$ cat config.mk
export PLATFORM = sky130hd
export DESIGN_NAME = evt_counter
export DESIGN_NICKNAME = d
export VERILOG_FILES = /design/src/rtl/evt_cnt_pkg.sv /design/src/rtl/evt_sync.sv /design/src/rtl/evt_front.sv /design/src/rtl/evt_counter.sv
export SDC_FILE = /design/constraint.sdc
export NUM_CORES = 1
export LEC_CHECK = 0
export BUFFER_PORTS_ARGS = -buffer_cell sky130_fd_sc_hd__buf_4
export CORE_MARGIN = 2
export CORE_UTILIZATION = 52
export DETAILED_ROUTE_END_ITERATION = 8
export PLACE_DENSITY = 0.84
export SYNTH_ARGS = -nofsm -noshare
export SYNTH_HDL_FRONTEND = slang
export SYNTH_SLANG_ARGS = --single-unit
$ cat constraint.sdc
create_clock -name clk_i -period 7.5 [get_ports clk_i]
set_input_delay 0.75 -clock clk_i [delete_from_list [all_inputs] [get_ports clk_i]]
set_output_delay 0.75 -clock clk_i [all_outputs]
set_load 0.01 [all_outputs]
$ cat src/rtl/evt_cnt_pkg.sv
package evt_cnt_pkg;
  localparam int unsigned MODE_W = 4;

  typedef enum logic [1:0] {
    FAM_HOST_DIR = 2'd0,
    FAM_PIN_DIR  = 2'd1,
    FAM_DUAL     = 2'd2,
    FAM_QUAD     = 2'd3
  } fam_e;

  function automatic logic mode_valid(input logic [MODE_W-1:0] m);
    return m < 4'd12;
  endfunction

  function automatic fam_e mode_fam(input logic [MODE_W-1:0] m);
    if (m < 4'd3)      return FAM_HOST_DIR;
    else if (m < 4'd6) return FAM_PIN_DIR;
    else if (m < 4'd9) return FAM_DUAL;
    else               return FAM_QUAD;
  endfunction

  function automatic logic mode_has_clr(input logic [MODE_W-1:0] m);
    return mode_valid(m) && ((m % 4'd3) != 4'd0);
  endfunction

  function automatic logic mode_has_start(input logic [MODE_W-1:0] m);
    return mode_valid(m) && ((m % 4'd3) == 4'd2);
  endfunction

  // Gray position of {A,B}: 00,10,11,01 -> 0..3
  function automatic logic [1:0] quad_pos(input logic a, input logic b);
    case ({a, b})
      2'b00:   return 2'd0;
      2'b10:   return 2'd1;
      2'b11:   return 2'd2;
      default: return 2'd3;
    endcase
  endfunction
endpackage

$ cat src/rtl/evt_sync.sv
module evt_sync #(
  parameter int unsigned N = 4
) (
  input  logic         clk_i,
  input  logic         rst_ni,
  input  logic [N-1:0] d_i,
  output logic [N-1:0] q_o
);
  for (genvar i = 0; i < N; i++) begin : g_bit
    logic s1_q, s2_q;
    always_ff @(posedge clk_i or negedge rst_ni) begin
      if (!rst_ni) begin
        s1_q <= 1'b0;
        s2_q <= 1'b0;
      end else begin
        s1_q <= d_i[i];
        s2_q <= s1_q;
      end
    end
    assign q_o[i] = s2_q;
  end
endmodule

$ cat src/rtl/evt_front.sv
module evt_front
  import evt_cnt_pkg::*;
(
  input  logic              clk_i,
  input  logic              rst_ni,
  input  logic              defined_i,
  input  logic [MODE_W-1:0] mode_i,
  input  logic              en_i,
  input  logic              dir_i,
  input  logic              x4_i,
  input  logic              a_i,
  input  logic              b_i,
  input  logic              clr_i,
  input  logic              start_i,
  output logic              up_o,
  output logic              dn_o,
  output logic              clr_o,
  output logic              qerr_o
);
  logic a_q, b_q;
  always_ff @(posedge clk_i or negedge rst_ni) begin
    if (!rst_ni) begin
      a_q <= 1'b0;
      b_q <= 1'b0;
    end else begin
      a_q <= a_i;
      b_q <= b_i;
    end
  end

  logic rise_a, rise_b;
  assign rise_a = a_i & ~a_q;
  assign rise_b = b_i & ~b_q;

  fam_e fam;
  logic gate;
  assign fam  = mode_fam(mode_i);
  assign gate = defined_i & mode_valid(mode_i) & en_i
              & (~mode_has_start(mode_i) | start_i);

  logic [1:0] pos_old, pos_new;
  logic       moved, fwd, bwd;
  assign pos_old = quad_pos(a_q, b_q);
  assign pos_new = quad_pos(a_i, b_i);
  assign moved   = pos_new != pos_old;
  assign fwd     = pos_new == pos_old + 2'd1;
  assign bwd     = pos_new == pos_old - 2'd1;

  logic up, dn, bad;
  always_comb begin
    up  = 1'b0;
    dn  = 1'b0;
    bad = 1'b0;
    case (fam)
      FAM_HOST_DIR: begin
        up = rise_a & dir_i;
        dn = rise_a & ~dir_i;
      end
      FAM_PIN_DIR: begin
        up = rise_a & b_i;
        dn = rise_a & ~b_i;
      end
      FAM_DUAL: begin
        up = rise_a & ~rise_b;
        dn = rise_b & ~rise_a;
      end
      default: begin
        bad = moved & ~fwd & ~bwd;
        if (x4_i) begin
          up = fwd;
          dn = bwd;
        end else begin
          up = fwd & (pos_old == 2'd3);
          dn = bwd & (pos_old == 2'd0);
        end
      end
    endcase
  end

  assign up_o   = gate & up;
  assign dn_o   = gate & dn;
  assign qerr_o = gate & bad;
  assign clr_o  = defined_i & mode_has_clr(mode_i) & clr_i;
endmodule

$ cat src/rtl/evt_counter.sv
module evt_counter
  import evt_cnt_pkg::*;
#(
  parameter int unsigned W = 32
) (
  input  logic              clk_i,
  input  logic              rst_ni,
  input  logic              def_i,
  input  logic [MODE_W-1:0] mode_i,
  input  logic              en_i,
  input  logic              dir_i,
  input  logic              quad_x4_i,
  input  logic              load_i,
  input  logic [W-1:0]      load_val_i,
  input  logic              ph_a_i,
  input  logic              ph_b_i,
  input  logic              ext_clr_i,
  input  logic              start_i,
  output logic [W-1:0]      count_o,
  output logic              quad_err_o
);
  localparam int unsigned NPIN = 4;
  localparam logic [W-1:0] ONE = {{(W-1){1'b0}}, 1'b1};

  logic              defined_q;
  logic [MODE_W-1:0] mode_q;
  always_ff @(posedge clk_i or negedge rst_ni) begin
    if (!rst_ni) begin
      defined_q <= 1'b0;
      mode_q    <= '0;
    end else if (def_i && !defined_q) begin
      defined_q <= 1'b1;
      mode_q    <= mode_i;
    end
  end

  logic [NPIN-1:0] pin_s;
  evt_sync #(.N(NPIN)) u_sync (
    .clk_i  (clk_i),
    .rst_ni (rst_ni),
    .d_i    ({start_i, ext_clr_i, ph_b_i, ph_a_i}),
    .q_o    (pin_s)
  );

  logic step_up, step_dn, clr_hit, qerr_hit;
  evt_front u_front (
    .clk_i     (clk_i),
    .rst_ni    (rst_ni),
    .defined_i (defined_q),
    .mode_i    (mode_q),
    .en_i      (en_i),
    .dir_i     (dir_i),
    .x4_i      (quad_x4_i),
    .a_i       (pin_s[0]),
    .b_i       (pin_s[1]),
    .clr_i     (pin_s[2]),
    .start_i   (pin_s[3]),
    .up_o      (step_up),
    .dn_o      (step_dn),
    .clr_o     (clr_hit),
    .qerr_o    (qerr_hit)
  );

  logic [W-1:0] cnt_q;
  logic         err_q;
  always_ff @(posedge clk_i or negedge rst_ni) begin
    if (!rst_ni) begin
      cnt_q <= '0;
      err_q <= 1'b0;
    end else begin
      if (clr_hit)      cnt_q <= '0;
      else if (load_i)  cnt_q <= load_val_i;
      else if (step_up) cnt_q <= cnt_q + ONE;
      else if (step_dn) cnt_q <= cnt_q - ONE;
      if (qerr_hit) err_q <= 1'b1;
    end
  end

  assign count_o    = cnt_q;
  assign quad_err_o = err_q;
endmodule

==> results by group <==
Status
  • Status: complete, no violations

Global routing
  • Overall fraction of global-route tracks in use: 0.2492
  • Grt total ovfl: 0
  • Vias in the first global route: 4394
  • Global-route wire length before repair: 20.53 mm
  • Largest net degree at the start of global routing: 49
  • Initial antenna violation count: 0

Layout
  • Synth-to-Final Area Change: 15.16%
  • Util after Layout: 0.6192
  • ANT cells: 0
  • Nets@finish: 705
  • Share of layout cells above drive strength 1: 0.2309
  • Fill count: 755

Logic synthesis
  • Post-Synthesis Cells: 553
  • Synth cell types: 78
  • Sequential share of the synthesized area: 0.2549
  • Most common cell in the synthesized netlist: nand2_1
  • Yosys Warn Count: 0
  • Synth top area share: 0.2549
  • Mean Syn Cell Area: 8.521 um2
  • Top FF cell, synth: dfrtp_1
  • Mapped cell area: 4712 um2
  • Area leader, netlist: dfrtp_1
  • Synth top cells by count: nand2_1, dfrtp_1, ha_1, nor2_1, a21oi_1
  • Number of synthesized flops with an enable pin: 0
  • Flops & latches, synth: 48
  • Area contributors post-synth: dfrtp_1, ha_1, nand2_1
  • Total nets after synthesis: 644
  • Async S/R FF share, synth: 1.000

CTS
  • Clock Sinks: 48
  • Postcts setup bufs: 0
  • Clock Tree Buf Depth: 2
  • Cts hold-fix bufs: 0
  • Inserted Clock Buffers: 5
  • Clock-pin slew on the worst setup and hold paths: 0.10 ns
  • Skew-Pair Late Insertion Delay: 0.31 ns
  • # resized after CTS: 0
  • Root Driver: clkbuf_8
  • H-tree Lvls: 2
  • CTS tree: yes

Worst setup path
  • Worst-path fanout max: 22
  • Worst r2r src: mode_q[3]
  • Worst r2r path cells: 24
  • Worst Path Arrival: 6.52 ns
  • Crit Path Class: register to register
  • Reg2reg setup slack: 1.19 ns
  • R2r endpoint: count_o[21]
  • Crit start category: register
  • Crit. End Element: register
  • Crit path required time: 7.71 ns

Floorplanning
  • Die height: 99.19 um
  • Die area: 9839 um2
  • Core box area: 8763 um2
  • Initial Utilization: 0.5377
  • Die Wd: 99.19 um
  • IO Count: 80
  • Cell row count: 34

Flow run
  • Maxcap violations: 0

Min path
  • Hold Path Sink: u_sync.g_bit[3].s2_q
  • HP Class: register to register
  • Hold_sp: u_sync.g_bit[3].s1_q
  • WHS Path Cells: 0

Place
  • HPWL after DPL: 9.048 mm
  • GP Congestion: 0.8825
  • IO Port Bufs: 79

Power and ir drop
  • P_leak: 0.002450 uW
  • Power per cell area: 291.0 nW/um2
  • VDD IR max: 0.0001508 V

Timing
  • RSZ-0062 raised after global routing: false
  • Final Skew: 0.008380 ns
  • Final Cycle Share: 0.8412
  • Setup TNS: 0 ns
  • Final Hold Viols: 0
  • Slew @ Worst Pin: 1.127 ns
  • Max_slew headroom: 0.2442
  • Max-slew violation count: 0
  • Fin crit period: 6.309 ns
  • F_max: 158.5 MHz
  • Setup Viol. Count Final: 0

Drt
  • DR vias/cell: 6.051
  • Final WL: 12.19 mm
  • Vias post-DR: 4375
  • Drt initial violations: 207
  • DR pass1 iterations: 5
  • DRC violations left: 0
  • Final ANT Viol Nets: 0
  • Routed wire per std cell: 16.85 um
-- flip-flops by register name, summed over array words and instances (netlist names) --
| signal | flops |
|---|---|
| count_o | 32 |
| mode_q | 4 |
| u_sync.g_bit.s1_q | 4 |
| u_sync.g_bit.s2_q | 4 |
| defined_q | 1 |
| quad_err_o | 1 |
| u_front.a_q | 1 |
| u_front.b_q | 1 |
-- layer usage --
layer	vias to the layer above	part of all wire	wire length, um	global-route usage
met5	-	0	0	0
met2	125	0.48	5910	0.4319
met4	0	0.015	187	0.05796
li1	2138	-	-	-
met3	20	0.047	571	0.03162
met1	2092	0.45	5516	0.3323
-- power by group --
part	total, uW	internal (uW)	switching, uW
logic	1020	428	588
registers	361	307	54.5
clock network	202	101	102
-- worst max-delay path, cell delays in order (launching register included) --
cell	delay, ns
dfrtp_1	0.46
nand2b_1	0.20
inv_1	0.08
ha_1	0.18
inv_1	0.06
ha_1	0.31
o211ai_1	0.15
o21ai_0	0.18
ha_1	0.30
a21oi_1	0.06
o221ai_1	0.12
mux2_2	0.40
o211a_1	0.15
nor2_1	0.17
nand2_1	0.59
buf_4	0.43
ha_1	0.38
nand2_1	0.14
a2111o_1	0.40
a21o_1	0.20
a31o_1	0.22
a31oi_1	0.44
a21boi_0	0.23
xnor2_1	0.17
a21o_1	0.18
-- metrics by stage --
step	hold slack (ns)	instance area (um2)	setup WS, ns	total power [uW]	std cells
floorplan	0.3312	4712	2.207	1108	553
global placement	0.3353	5311	1.780	1339	715
detailed placement	0.3347	5311	1.365	1363	715
CTS	0.3571	5426	1.300	1575	723
global route	0.3621	5426	0.8438	1708	723
finish	0.3569	5426	1.191	1579	723
-- layout make-up --
class                           instances  area (um2)  area share
Clock inverter                          3       46.29    0.008531
Sequential cell                        48        1201      0.2214
Timing Repair Buffer                   82       615.6      0.1134
Tap cell                              108       135.1     0.02490
Multi-Input combinational cell        443        3232      0.5956
Inverter                               34       127.6     0.02352
Clock buffer                            5       68.82     0.01268
-- layout by cell type (no fill, tap or decap), drive strengths merged, types with 14 or more instances in the layout --
cell    instances
ha             43
inv            34
o21ai          23
a311oi         15
nand2          74
xor2           14
nor2           43
a21oi          44
buf            82
dfrtp          48
-- logic make-up (layout without fill, tap and decap cells) --
| logic type | after synthesis | in the layout | share of synthesized area |
|---|---|---|---|
| simple gates | 191 | 191 | 0.1994 |
| mux | 13 | 13 | 0.02868 |
| compound gates | 167 | 167 | 0.2871 |
| fa+ha+maj | 45 | 45 | 0.1206 |
| buf+inv | 62 | 124 | 0.05921 |
| flops | 48 | 48 | 0.2549 |
| xor+xnor | 27 | 27 | 0.05019 |
-- worst max-delay path by stage --
stage               startpoint          end  cells after the start
floorplan            mode_q[3]  count_o[28]                     23
global placement     mode_q[3]  count_o[28]                     23
detailed placement   mode_q[3]  count_o[21]                     24
CTS                  mode_q[3]  count_o[21]                     24
global route         mode_q[3]  count_o[29]                     24
finish               mode_q[3]  count_o[21]                     24
No activity file was read; power rests on OpenSTA's default activity.
